==> config.mk <==
export PLATFORM = sky130hd
export DESIGN_NAME = bch_syndrome_gen
export DESIGN_NICKNAME = d
export VERILOG_FILES = /design/src/rtl/bch_syndrome_gen.sv
export SDC_FILE = /design/constraint.sdc
export NUM_CORES = 1
export LEC_CHECK = 0
export BUFFER_PORTS_ARGS = -buffer_cell sky130_fd_sc_hd__buf_2
export CAP_MARGIN = 20
export CORE_ASPECT_RATIO = 0.5
export CORE_UTILIZATION = 35
export CTS_CLUSTER_DIAMETER = 50
export DETAILED_ROUTE_END_ITERATION = 8
export PLACE_DENSITY = 0.63
export SKIP_LAST_GASP = 1
export SYNTH_ARGS = -nofsm -noshare
export SYNTH_HDL_FRONTEND = slang
export SYNTH_SLANG_ARGS = --single-unit
==> constraint.sdc <==
create_clock -name clk -period 2 [get_ports clk]
set_input_delay 0.3 -clock clk [delete_from_list [all_inputs] [get_ports clk]]
set_output_delay 0.3 -clock clk [all_outputs]
set_load 0.02 [all_outputs]
==> src/rtl/bch_syndrome_gen.sv <==
module bch_syndrome_gen #(
  parameter int M    = 4,
  parameter int T    = 2,
  parameter int P    = 2,
  parameter int POLY = 'h13
) (
  input  logic             clk,
  input  logic             rst_n,
  input  logic             in_valid,
  input  logic             in_sof,
  input  logic             in_eof,
  input  logic [P-1:0]     in_bits,
  output logic             synd_valid,
  output logic [2*T*M-1:0] synd,
  output logic             synd_zero
);
  localparam int NZ = (1 << M) - 1;
  localparam logic [M-1:0] RED = POLY[M-1:0];

  function automatic logic [M-1:0] mulx(input logic [M-1:0] a);
    return {a[M-2:0], 1'b0} ^ (a[M-1] ? RED : '0);
  endfunction

  function automatic logic [M-1:0] gf_mul(input logic [M-1:0] a, input logic [M-1:0] b);
    logic [M-1:0] r, x;
    r = '0;
    x = a;
    for (int k = 0; k < M; k++) begin
      if (b[k]) r = r ^ x;
      x = mulx(x);
    end
    return r;
  endfunction

  function automatic logic [M-1:0] alpha_pow(input int e);
    logic [M-1:0] r;
    r = 1;
    for (int k = 0; k < e % NZ; k++) r = mulx(r);
    return r;
  endfunction

  function automatic logic [M-1:0] sq_n(input logic [M-1:0] a, input int n);
    logic [M-1:0] r;
    r = a;
    for (int k = 0; k < n; k++) r = gf_mul(r, r);
    return r;
  endfunction

  function automatic int odd_of(input int i);
    int v;
    v = i;
    while (v % 2 == 0) v = v / 2;
    return v;
  endfunction

  function automatic int twos_of(input int i);
    int v, n;
    v = i;
    n = 0;
    while (v % 2 == 0) begin
      v = v / 2;
      n++;
    end
    return n;
  endfunction

  logic [T*M-1:0] odd_flat;
  logic           vld_q;

  for (genvar j = 0; j < T; j++) begin : g_odd
    localparam int IDX = 2*j + 1;
    localparam logic [M-1:0] STEP = alpha_pow(IDX*P);
    logic [M-1:0] term [P];
    logic [M-1:0] acc, nx, oq;

    for (genvar k = 0; k < P; k++) begin : g_w
      localparam logic [M-1:0] W = alpha_pow(IDX*k);
      assign term[k] = in_bits[k] ? W : '0;
    end

    always_comb begin
      nx = in_sof ? '0 : gf_mul(acc, STEP);
      for (int k = 0; k < P; k++) nx = nx ^ term[k];
    end

    always_ff @(posedge clk) begin
      if (!rst_n) begin
        acc <= '0;
        oq  <= '0;
      end else if (in_valid) begin
        acc <= nx;
        if (in_eof) oq <= nx;
      end
    end

    assign odd_flat[j*M +: M] = oq;
  end

  for (genvar i = 1; i <= 2*T; i++) begin : g_out
    localparam int BASE = odd_of(i);
    localparam int NSQ  = twos_of(i);
    assign synd[(i-1)*M +: M] = sq_n(odd_flat[((BASE-1)/2)*M +: M], NSQ);
  end

  always_ff @(posedge clk) begin
    if (!rst_n) vld_q <= 1'b0;
    else        vld_q <= in_valid & in_eof;
  end

  assign synd_valid = vld_q;
  assign synd_zero  = ~|odd_flat;
endmodule

==> out/metrics.csv, run 1 <==
stage,metric,value,unit
drt,Remaining DRCs,0,
timing,final worst path period share,1.11,
yosys,Mapped Nets,122,
timing,final setup violation count,4,
drt,final WL,1.96,mm
die,Initial Utilization,0.372,
drt,post-route ant nets,0,
yosys,YS warnings,0,
die,FP Rows,13,
timing,minimum clock period,2.21,ns
timing,Final Max Slew Viols,0,
drt,DR iter-0 viols,7,
clocking,TritonCTS buffer count,3,
critical_path,crit-path max FO,3,
power_and_ir_drop,Peak VDD IR,0.305,mV
yosys,"Avg Cell Area, Syn",8.94,um^2
drt,met3 WL,44,um
min_path,min-delay src,in_eof,
die,die width,76.6,um
yosys,Cells after Synth,109,
clocking,clock buffer depth,2,
yosys,synth top area cells,"dfxtp_1, xnor2_1, ha_1",
yosys,Post-synth top flop,dfxtp_1,
global_route,global-route wire length before repair,3.22,mm
timing,Rel. slew slack,0.816,
critical_path,kind of critical path,reg -> out,
drt,Met1 Wirelength,1.00,mm
die,IO Count,25,
die,die outline height,39.3,um
clocking,clk root buf,clkbuf_8,
clocking,H-tree depth,1,
timing,FMAX,0.452,GHz
timing,setup ws final,-0.211,ns
drt,routed len/inst,10.8,um
placed_design,Setup WS pre-CTS,-0.0501,ns
cells_and_area,fin nets,159,
drt,Pre-Repair DR Iteration Count,3,
placed_design,Placer Congestion,0.729,
timing,Slew @ Worst Pin,0.273,ns
drt,highest routed layer,met4,
die,core area,0.00262,mm^2
yosys,Synth top area share,0.349,
status,status,finished with violations,
yosys,"top cells by count, synth","dfxtp_1, xnor2_1, a21oi_1, nand2_1, nor2b_1",
power_and_ir_drop,Leakage,0.656,nW
critical_path,Worst Setup SP,g_odd[0].oq[0]$_SDFFE_PN0P_,
critical_path,Crit path required time,1.70,ns
drt,routed wl met2,897,um
critical_path,critical path capture point type,output pin,
status,failing checks,setup timing,
clocking,clock latency on the worst-skew pair,0.25,ns
yosys,Post-synth EDFFs,0,
job,Max-Cap Viols,0,
yosys,dominant cell by count in the synthesized netlist,dfxtp_1,
clocking,Worst-path clk slew,0.07,ns
timing,Worst Skew,0.00203,ns
die,die area,0.00301,mm^2
yosys,Netlist Area Pre-Place,975,um^2
timing,final hold vios,0,
critical_path,Startpoint Class,flip-flop,
clocking,CTS tree,yes,
drt,via count,806,
cells_and_area,number of fill cells,233,
drt,vias per inst,4.43,
timing,RSZ-0062 raised after global routing,yes,
timing,Fin Setup TNS,-0.431,ns
power_and_ir_drop,power per cell area,584,mW/mm^2
placed_design,Final HPWL DP,1.45,mm
yosys,Netlist cell types,24,
yosys,register area share after synthesis,0.349,
yosys,synthesis-stage register bit count,17,
yosys,Async SR Flop Fraction,0,
global_route,antenna violations before repair,0,
global_route,Congestion Overflow GR,0,
placed_design,Port Buffers,24,
global_route,largest net degree at the start of global routing,18,
critical_path,RR Startpoint,g_odd[1].acc[1]$_SDFFE_PN0P_,
clocking,Clock Sinks,17,
min_path,Hold Path Class,in -> reg,
timing,Hold Slack,0.301,ns
global_route,vias in the first global route,710,
critical_path,Worst Path Arrival,1.91,ns
cells_and_area,area growth from synthesis to layout,51.9,%
cells_and_area,Antenna diodes,0,
yosys,Synth area leader,dfxtp_1,
global_route,total global-route track usage,0.140,
cells_and_area,share of cells above drive strength 1,0.448,
[logic make-up after synthesis]
| family | count (synthesis) | synth area share |
|---|---|---|
| compound gates | 23 | 0.133 |
| xor+xnor | 18 | 0.177 |
| fa+ha+maj | 6 | 0.0770 |
| buf+inv | 7 | 0.0321 |
| flops | 17 | 0.349 |
| mux | 4 | 0.0411 |
| simple gates | 34 | 0.190 |
[metal layers]
metal,up-vias,track usage
met5,-,0
met4,0,0.0433
met3,2,0.0349
met2,15,0.243
met1,353,0.178
li1,436,-
[critical path, cell delays in order, from the launching register on]
cell	delay [ns]
dfxtp_4	0.36
ha_4	0.25
xnor2_2	0.13
a21oi_2	0.22
xnor2_4	0.16
ha_4	0.23
nand2_4	0.07
xnor2_4	0.11
buf_6	0.13
[registers in the layout, summed over array words and instances (netlist names)]
signal	count
g_odd.oq	8
synd_valid	1
g_odd.acc	8
[repair_timing]
action / 4_1_cts / 5_1_grt
resized for setup: 21 / 0
setup endpoints to repair: 6 / 6
pin swaps: 10 / 1
setup buffers: 5 / 0
hold buffers: 0 / 0
[final timing paths]
| path | depth (start not counted) | endpoint | slack (ns) |
|---|---|---|---|
| worst max-delay path | 8 | synd[15] | -0.21 |
| worst min-delay path | 2 | synd_valid$_SDFF_PN0_ | 0.30 |
| worst max register to register | 4 | g_odd[1].oq[3]$_SDFFE_PN0P_ | 0.74 |
| worst min register to register | 2 | g_odd[0].oq[2]$_SDFFE_PN0P_ | 0.50 |
[power by group]
| part | switching (mW) | total, mW | internal (mW) |
|---|---|---|---|
| Combinational | 0.117 | 0.234 | 0.117 |
| Sequential | 0.0191 | 0.374 | 0.355 |
| Clock | 0.119 | 0.257 | 0.138 |
[stage by stage]
step	std cells	power, mW	instance area, um^2	util
floorplan	109	0.527	1110	-
global placement	173	0.582	1310	0.501
CTS	182	0.875	1480	0.565
global route	182	0.912	1480	0.565
finish	182	0.864	1480	0.565
detailed placement	173	0.584	1310	0.501
[cells in the final DEF (no fill, tap or decap), types with 2 or more instances in the layout]
cell      count
buf_2        19
dfxtp_1      13
buf_4        12
a21oi_1      10
nor2b_1       9
nand2_1       8
xnor2_1       8
o21ai_0       8
buf_6         6
nor2_1        5
xnor2_2       3
xnor2_4       3
mux2i_1       3
ha_4          3
clkbuf_8      3
nand2_4       2
xor2_4        2
and3_1        2
o211a_1       2
a21boi_0      2
nor4bb_1      2
nor3_1        2
ha_1          2
dfxtp_4       2
dfxtp_2       2
[layout make-up]
| class | instances | area [um^2] | share of cell area |
|---|---|---|---|
| clock buffers | 3 | 41.3 | 0.0279 |
| clock inverters | 1 | 5.00 | 0.00338 |
| inverters | 2 | 10.0 | 0.00676 |
| multi-input cells | 85 | 774 | 0.523 |
| flip-flops and latches | 17 | 350 | 0.237 |
| well taps | 37 | 46.3 | 0.0313 |
| repair buffers | 37 | 253 | 0.171 |
(Power assumes the default switching activity.)
==> inputs of run 2 (changes only) <==
CTS_CLUSTER_SIZE = 10   (was unset)
HOLD_SLACK_MARGIN = 0.08   (was unset)
MAX_ROUTING_LAYER = met4   (was unset)
==> out/metrics.csv, run 2 (synthesized netlist as in run 1, its figures left out) <==
stage,metric,value,unit,change
global_route,Congestion Overflow GR,0,,unchanged
clocking,clock latency on the worst-skew pair,0.25,ns,about the same
cells_and_area,"commonest non-fill, non-tap cell in the layout",buf_2,,unchanged
global_route,global-route wire length before repair,3.22,mm,about the same
die,core area,0.00262,mm^2,unchanged
critical_path,Crit path largest cell delay,0.36,ns,about the same
timing,Slew @ Worst Pin,0.273,ns,unchanged
placed_design,Port Buffers,24,,unchanged
clocking,CTS tree,yes,,unchanged
die,IO Count,25,,unchanged
timing,final hold vios,0,,unchanged
critical_path,R2R setup slack,0.74,ns,about the same
timing,minimum clock period,2.21,ns,about the same
critical_path,cell count of the worst reg-to-reg path,4,,unchanged
cells_and_area,most frequent cells in the layout,"buf_2, dfxtp_1, buf_4",,unchanged
clocking,Worst-path clk slew,0.07,ns,about the same
cells_and_area,area occupied by multi-input gates,774,um^2,unchanged
die,die area,0.00301,mm^2,unchanged
timing,Rel. slew slack,0.816,,unchanged
drt,routed len/inst,10.8,um,unchanged
timing,RSZ-0062 raised after global routing,yes,,unchanged
critical_path,Startpoint Class,flip-flop,,unchanged
critical_path,crit-path max FO,3,,unchanged
die,FP Rows,13,,unchanged
die,Initial Utilization,0.372,,unchanged
clocking,clock buffer depth,2,,unchanged
clocking,clk root buf,clkbuf_8,,unchanged
clocking,H-tree depth,1,,unchanged
drt,post-route ant nets,0,,unchanged
timing,setup ws final,-0.211,ns,about the same
placed_design,Final HPWL DP,1.45,mm,unchanged
power_and_ir_drop,Peak VDD IR,0.305,mV,about the same
job,Max-Cap Viols,0,,unchanged
global_route,vias in the first global route,710,,unchanged
drt,via count,806,,unchanged
cells_and_area,fin cells,182,,unchanged
critical_path,RR Startpoint,g_odd[1].acc[1]$_SDFFE_PN0P_,,unchanged
cells_and_area,share of cells above drive strength 1,0.448,,unchanged
critical_path,Crit path required time,1.70,ns,about the same
min_path,Hold EP,synd_valid$_SDFF_PN0_,,unchanged
drt,Pre-Repair DR Iteration Count,3,,unchanged
timing,Hold Slack,0.302,ns,was 0.301 ns
cells_and_area,number of fill cells,233,,unchanged
critical_path,Reg2Reg Capture Point,g_odd[1].oq[3]$_SDFFE_PN0P_,,unchanged
critical_path,worst path cell trace,ha_4 -> xnor2_2 -> a21oi_2 -> xnor2_4 -> ha_4 -> nand2_4 -> xnor2_4 -> buf_6,,unchanged
critical_path,critical path capture point type,output pin,,unchanged
power_and_ir_drop,power per cell area,584,mW/mm^2,about the same
global_route,met1 usage in global routing,0.178,,unchanged
timing,final worst path period share,1.11,,about the same
die,die width,76.6,um,unchanged
clocking,hold buffers post-CTS,0,,unchanged
timing,Worst Skew,0.00203,ns,about the same
global_route,largest net degree at the start of global routing,18,,unchanged
timing,final setup violation count,4,,unchanged
status,status,finished with violations,,unchanged
drt,vias per inst,4.43,,unchanged
drt,DR iter-0 viols,7,,unchanged
die,die outline height,39.3,um,unchanged
global_route,met2 Use GR,0.243,,unchanged
timing,FMAX,0.452,GHz,about the same
power_and_ir_drop,Leakage,0.656,nW,unchanged
cells_and_area,Antenna diodes,0,,unchanged
drt,final WL,1.96,mm,unchanged
cells_and_area,Register Area,350,um^2,unchanged
cells_and_area,fin nets,159,,unchanged
global_route,antenna violations before repair,0,,unchanged
min_path,min-delay src,in_eof,,unchanged
global_route,grt peak-use layer,met2,,unchanged
timing,Final Max Slew Viols,0,,unchanged
cells_and_area,final core utilization,0.565,,unchanged
global_route,total global-route track usage,0.144,,was 0.140
placed_design,Inst Count DP,173,,unchanged
status,failing checks,setup timing,,unchanged
min_path,Hold Path Class,in -> reg,,unchanged
clocking,Clock Sinks,17,,unchanged
critical_path,kind of critical path,reg -> out,,unchanged
critical_path,Worst Path Arrival,1.91,ns,about the same
global_route,global-route track usage on met3,0.0349,,unchanged
min_path,hold path depth,2,,unchanged
drt,Remaining DRCs,0,,unchanged
placed_design,Placer Congestion,0.738,,was 0.729
critical_path,slowest CP cell,dfxtp_4,,unchanged
power_and_ir_drop,total power,864,uW,about the same
cells_and_area,area growth from synthesis to layout,51.9,%,unchanged
clocking,TritonCTS buffer count,3,,unchanged
run 2: cell counts in the layout (fill, tap and decap cells not counted):
No cell type changed its count.
run 2: power by group:
group,total [mW],internal (mW),switching [mW],leakage (nW)
clock,0.257,0.138,0.118,0.0255
combinational,0.234,0.117,0.117,0.489
sequential,0.374,0.355,0.0191,0.142
total,0.864,0.610,0.254,0.656
run 2: repair_timing:
action                     4_1_cts  5_1_grt
gates cloned                     0        0
pin swaps                       10        1
resized for setup               21        0
setup buffers                    5        0
setup endpoints to repair        6        6
run 2: how the worst max path moves through the flow:
stage                           startpoint  cells past startpoint  slack [ns]  endpoint
2_1_floorplan  g_odd[0].oq[3]$_SDFFE_PN0P_                      7       -0.09  synd[15]
3_3_place_gp   g_odd[0].oq[3]$_SDFFE_PN0P_                      8        0.01  synd[15]
3_5_place_dp   g_odd[0].oq[3]$_SDFFE_PN0P_                      8       -0.05  synd[15]
4_1_cts        g_odd[0].oq[0]$_SDFFE_PN0P_                      8       -0.23  synd[15]
5_1_grt        g_odd[0].oq[0]$_SDFFE_PN0P_                      8       -0.29  synd[15]
6_report       g_odd[0].oq[0]$_SDFFE_PN0P_                      8       -0.21  synd[15]
run 2: metrics by stage:
stage               cell area [um^2]  setup TNS [ns]  setup WS (ns)
detailed placement              1310         -0.0501        -0.0501
global placement                1310               0         0.0143
CTS                             1480          -0.475         -0.227
floorplan                       1110          -0.149        -0.0932
finish                          1480          -0.429         -0.211
global route                    1480          -0.794         -0.286
run 2: metal layers:
metal	share of wire	vias up	wire (um)
met5	0	-	0
met4	0.0051	0	10
met3	0.022	2	44
met2	0.46	15	897
met1	0.51	353	1000
li1	-	436	-
run 2: layout make-up:
| cell class | count | area share |
|---|---|---|
| multi-input cells | 85 | 0.523 |
| flip-flops and latches | 17 | 0.237 |
| repair buffers | 37 | 0.171 |
| well taps | 37 | 0.0313 |
| clock buffers | 3 | 0.0279 |
| inverters | 2 | 0.00676 |
| clock inverters | 1 | 0.00338 |
run 2: worst max-delay path: cells and delay by family (launching register included):
family	cells	cell delay, ns
AOI/OAI and AO/OA	1	0.22
and+or+nand+nor	1	0.07
xor gates and xnor gates	3	0.40
adders and majority gates	2	0.48
DFF	1	0.36
buffers and inverters	1	0.13
